`src/rtl/crit_irq_seq.sv`:
```
module crit_irq_seq #(
  parameter int AW = 32,
  parameter int MW = 32,
  parameter int TW = 32,
  parameter int CE_BIT = 14,
  parameter int ME_BIT = 12,
  parameter int WIS_BIT = 30,
  parameter logic [AW-1:0] VECTOR = 'h100,
  parameter logic [MW-1:0] MSR_RST = '0
) (
  input  logic          clk,
  input  logic          rst_n,
  input  logic          msr_we,
  input  logic [MW-1:0] msr_wdata,
  input  logic [AW-1:0] next_ea,
  input  logic          crit_req,
  input  logic          wdog_event,
  input  logic          tsr_we,
  input  logic [TW-1:0] tsr_wdata,
  input  logic          rfci,
  output logic [MW-1:0] msr,
  output logic [AW-1:0] csrr0,
  output logic [MW-1:0] csrr1,
  output logic          wis,
  output logic          redirect,
  output logic [AW-1:0] redirect_addr
);
  localparam logic [MW-1:0] KEEP = {{(MW-1){1'b0}}, 1'b1} << ME_BIT;

  logic [MW-1:0] msr_q, csrr1_q;
  logic [AW-1:0] csrr0_q;
  logic          wis_q, redir_q, take, wis_clr;

  assign take    = (crit_req | wis_q) & msr_q[CE_BIT] & ~rfci;
  assign wis_clr = tsr_we & tsr_wdata[WIS_BIT];

  always_ff @(posedge clk) begin
    if (!rst_n) begin
      msr_q   <= MSR_RST;
      csrr0_q <= '0;
      csrr1_q <= '0;
      wis_q   <= 1'b0;
      redir_q <= 1'b0;
    end else begin
      redir_q <= take;
      wis_q   <= wdog_event | (wis_q & ~wis_clr);
      if (rfci)
        msr_q <= csrr1_q;
      else if (take) begin
        msr_q   <= msr_q & KEEP;
        csrr0_q <= next_ea;
        csrr1_q <= msr_q;
      end else if (msr_we)
        msr_q <= msr_wdata;
    end
  end

  assign msr           = msr_q;
  assign csrr0         = csrr0_q;
  assign csrr1         = csrr1_q;
  assign wis           = wis_q;
  assign redirect      = redir_q | rfci;
  assign redirect_addr = rfci ? csrr0_q : VECTOR;

  a_r2_gated_by_ce: assert property (@(posedge clk) disable iff (!rst_n)
    redir_q |-> $past(msr_q[CE_BIT]) && !$past(rfci));
  a_r3_save_pc: assert property (@(posedge clk) disable iff (!rst_n)
    take |=> csrr0_q == $past(next_ea));
  a_r4_save_msr: assert property (@(posedge clk) disable iff (!rst_n)
    take |=> csrr1_q == $past(msr_q));
  a_r5_clear_msr: assert property (@(posedge clk) disable iff (!rst_n)
    take |=> msr_q == ($past(msr_q) & KEEP));
  a_r6_one_pulse: assert property (@(posedge clk) disable iff (!rst_n)
    redir_q |=> !redir_q);
  a_r7_sticky: assert property (@(posedge clk) disable iff (!rst_n)
    (wis_q && !(tsr_we && tsr_wdata[WIS_BIT])) |=> wis_q);
  a_r8_set_wins: assert property (@(posedge clk) disable iff (!rst_n)
    wdog_event |=> wis_q);
  a_r10_restore: assert property (@(posedge clk) disable iff (!rst_n)
    rfci |=> msr_q == $past(csrr1_q));
endmodule

```
`config.mk`:
```
export PLATFORM = sky130hd
export DESIGN_NAME = crit_irq_seq
export DESIGN_NICKNAME = d
export VERILOG_FILES = /design/src/rtl/crit_irq_seq.sv
export SDC_FILE = /design/constraint.sdc
export NUM_CORES = 1
export LEC_CHECK = 0
export BUFFER_PORTS_ARGS = -buffer_cell sky130_fd_sc_hd__buf_2
export CAP_MARGIN = 20
export CORE_MARGIN = 2
export CORE_UTILIZATION = 51
export CTS_BUF_LIST = sky130_fd_sc_hd__clkbuf_4
export CTS_CLUSTER_SIZE = 28
export DETAILED_ROUTE_END_ITERATION = 10
export MAX_ROUTING_LAYER = met4
export PLACE_DENSITY_LB_ADDON = 0.25
export SYNTH_ARGS = -nofsm -noshare
export SYNTH_HDL_FRONTEND = slang
export SYNTH_SLANG_ARGS = --single-unit
```
`constraint.sdc`:
```
create_clock -name clk -period 2.93 [get_ports clk]
set_clock_uncertainty 0.15 [all_clocks]
set_input_delay 0.4395 -clock clk [delete_from_list [all_inputs] [get_ports clk]]
set_output_delay 0.4395 -clock clk [all_outputs]
set_load 0.03 [all_outputs]
```
==> flow_metrics.env <==
export IMPL_run_status="finished clean"
export IMPL_yosysSeqAreaShare=0.434
export IMPL_worstRegToRegCells=4
export IMPL_insertion_delay_ns=0.43
export IMPL_io_pin_count=233
export IMPL_num_rows=34
export IMPL_critPathCaptureType="output pin"
export IMPL_gp_congestion=0.768
export IMPL_area_growth_pct=23.0
export IMPL_worstPathArrival_ns=1.41
export IMPL_insertedDiodeCount=0
export IMPL_syn_inst=522
export IMPL_grt_pass1_vias=4036
export IMPL_start_kind="primary input"
export IMPL_fmax_mhz=501
export IMPL_h_tree_depth=3
export IMPL_hold_viol=0
export IMPL_wl_mm=12.5
export IMPL_vdd_drop_max_uv=239
export IMPL_syn_num_nets=625
export IMPL_synth_area_leaders="dfxtp_1, a211oi_2, a21oi_1"
export IMPL_final_setup_tns_ns=0
export IMPL_crit_family="buffers and inverters"
export IMPL_start_util=0.523
export IMPL_post_cts_buffers=0
export IMPL_synth_top_cell_by_area="dfxtp_1"
export IMPL_drive_gt1_frac=0.386
export IMPL_avgSynthCellArea_um2=8.65
export IMPL_layout_nets=788
export IMPL_relSlewSlack=0.546
export IMPL_multiInputGateArea_um2=2170
export IMPL_clkTransAtPathRegs_ns=0.13
export IMPL_powerDensity_nw_per_um2=454
export IMPL_dp_hpwl_mm=8.16
export IMPL_reg2reg_to="csrr0[21]$_SDFFE_PN0P_"
export IMPL_fin_util=0.643
export IMPL_hold_path_end="wis$_SDFF_PN0_"
export IMPL_core_area_um2=8640
export IMPL_layout_commonest_cell="buf_2"
export IMPL_cts_tree="done"
export IMPL_cp_slowest_cell="buf_4"
export IMPL_drtAntennaViolNets=0
export IMPL_drc_errors=0
export IMPL_placed_area_um2=5410
export IMPL_die_area_um2=9630
export IMPL_routed_via_count=4537
export IMPL_setup_violations=0
export IMPL_wl_per_cell_um=15.7
export IMPL_period_minus_slack_ns=2.00
export IMPL_cts_buffers=9
export IMPL_cp_slowest_stage_delay_ns=0.54
export IMPL_cts_path_max_buffers=2
export IMPL_design_area_um2=5560
export IMPL_drv_cap=0
export IMPL_dr_pass1_iters=4
export IMPL_cts_hold_buf=0
export IMPL_num_fill_cells=776
export IMPL_min_from="wdog_event"
export IMPL_grt_max_degree=79
export IMPL_cts_num_sinks=98
export IMPL_drt_iter0_markers=195
export IMPL_tightest_slew_ns=0.680
export IMPL_grt_pass1_wl_mm=19.8
export IMPL_ys_types=29
export IMPL_crit_path_start="rfci"
export IMPL_cellLeakagePower_nw=2.40
export IMPL_numPortBuffers=201
export IMPL_synth_seq_cells=98
export IMPL_gr_usage_all_layers=0.253
export IMPL_reg2reg_from="msr[14]$_SDFFE_PN0P_"
export IMPL_fin_crit_sh=0.682
export IMPL_r2r_setup_slack_ns=1.16
export IMPL_yosysWarnings=0
export IMPL_gr_total_overflow=0
export IMPL_syn_area_um2=4520
export IMPL_crit_fanout=78
export IMPL_cp_required_ns=2.34
export IMPL_postCtsResizedCells=0
export IMPL_cp_cell_sequence="buf_4, and2_1, buf_2"
export IMPL_hold_class="in -> reg"
export IMPL_dieWidth_um=98.1
export IMPL_layout_common_cells="buf_2, dfxtp_1, nand3_1, a21oi_1, o21ai_0"
export IMPL_viasPerCell=5.69
export IMPL_crit_buf_inv=2
export IMPL_rsz0062_at_grt="no"
export IMPL_slew_violations=0
export IMPL_seq_area_um2=1960
export IMPL_hold_path_depth=3
export IMPL_path_depth=3
export IMPL_die_h_um=98.1
export IMPL_yosysTopAreaCellShare=0.434
export IMPL_antenna_found_initial=0
export IMPL_worst_setup_path_type="in -> out"
export IMPL_root_buffer="clkbuf_4"
-- worst reg2reg max path, delay by kind of cell (launching register included) --
kind | cells | cell delay (ns)
simple gates | 1 | 0.11
buf+inv | 1 | 0.33
compound gates | 2 | 0.64
flops | 1 | 0.46
-- cells in the mapped netlist, drive strengths merged --
| cell type | number |
|---|---|
| o21a | 2 |
| clkbuf | 21 |
| a211oi | 29 |
| nand3 | 65 |
| nor2 | 30 |
| nand2 | 4 |
| or2 | 1 |
| a21oi | 65 |
| mux2i | 3 |
| o22ai | 1 |
| buf | 42 |
| o31ai | 2 |
| mux2 | 1 |
| dfxtp | 98 |
| and2 | 31 |
| o2bb2ai | 28 |
| o21ai | 65 |
| inv | 2 |
| nor3 | 30 |
| nand2b | 2 |
-- how the worst max path moves through the flow --
| stage | endpoint | slack, ns |
|---|---|---|
| 2_1_floorplan | redirect_addr[10] | 1.10 |
| 3_3_place_gp | msr[26]$_SDFFE_PN0P_ | 0.96 |
| 3_5_place_dp | msr[30]$_SDFFE_PN0P_ | 0.87 |
| 4_1_cts | redirect_addr[18] | 0.93 |
| 5_1_grt | redirect_addr[28] | 0.86 |
| 6_report | redirect_addr[6] | 0.93 |
-- per-stage QoR --
| stage | hold WS (ns) | setup slack [ns] | total power [mW] | cells |
|---|---|---|---|---|
| after floorplan | 0.407 | 1.10 | 1.70 | 522 |
| after global placement | 0.311 | 0.961 | 1.81 | 782 |
| after detailed placement | 0.322 | 0.870 | 1.82 | 782 |
| after CTS | 0.0479 | 0.931 | 2.54 | 798 |
| after global routing | 0.0718 | 0.858 | 2.62 | 798 |
| final | 0.0786 | 0.933 | 2.52 | 798 |
-- routing by layer --
layer | share of wire | routed length, um | global-route usage
met5 | 0 | 0 | -
met1 | 0.43 | 5400 | 0.332
met2 | 0.48 | 5980 | 0.402
met3 | 0.074 | 929 | 0.0394
met4 | 0.016 | 196 | 0.0791
-- power breakdown --
group          switching [mW]  internal [mW]  leakage [nW]
Clock                   0.445          0.290        0.0698
Sequential             0.0265           1.37         0.797
Combinational           0.264          0.128          1.53
-- kinds of logic after synthesis --
logic type,Yosys count,synth area share
compound gates,192,0.289
simple gates,163,0.181
flops,98,0.434
buf+inv,65,0.0870
mux,4,0.00914
-- area by class of cell --
type	count	area share
Timing Repair Buffer	215	0.205
Multi-Input combinational cell	359	0.391
Sequential cell	98	0.353
Clock buffer	12	0.0162
Inverter	2	0.00135
Tap cell	108	0.0243
Clock inverter	4	0.00946
-- state kept, by name, summed over array words and instances, names as in the netlist --
| signal | flops |
|---|---|
| wis | 1 |
| csrr1 | 32 |
| csrr0 | 32 |
| msr | 32 |
| redir_q | 1 |
No activity file was read; power rests on OpenSTA's default activity.
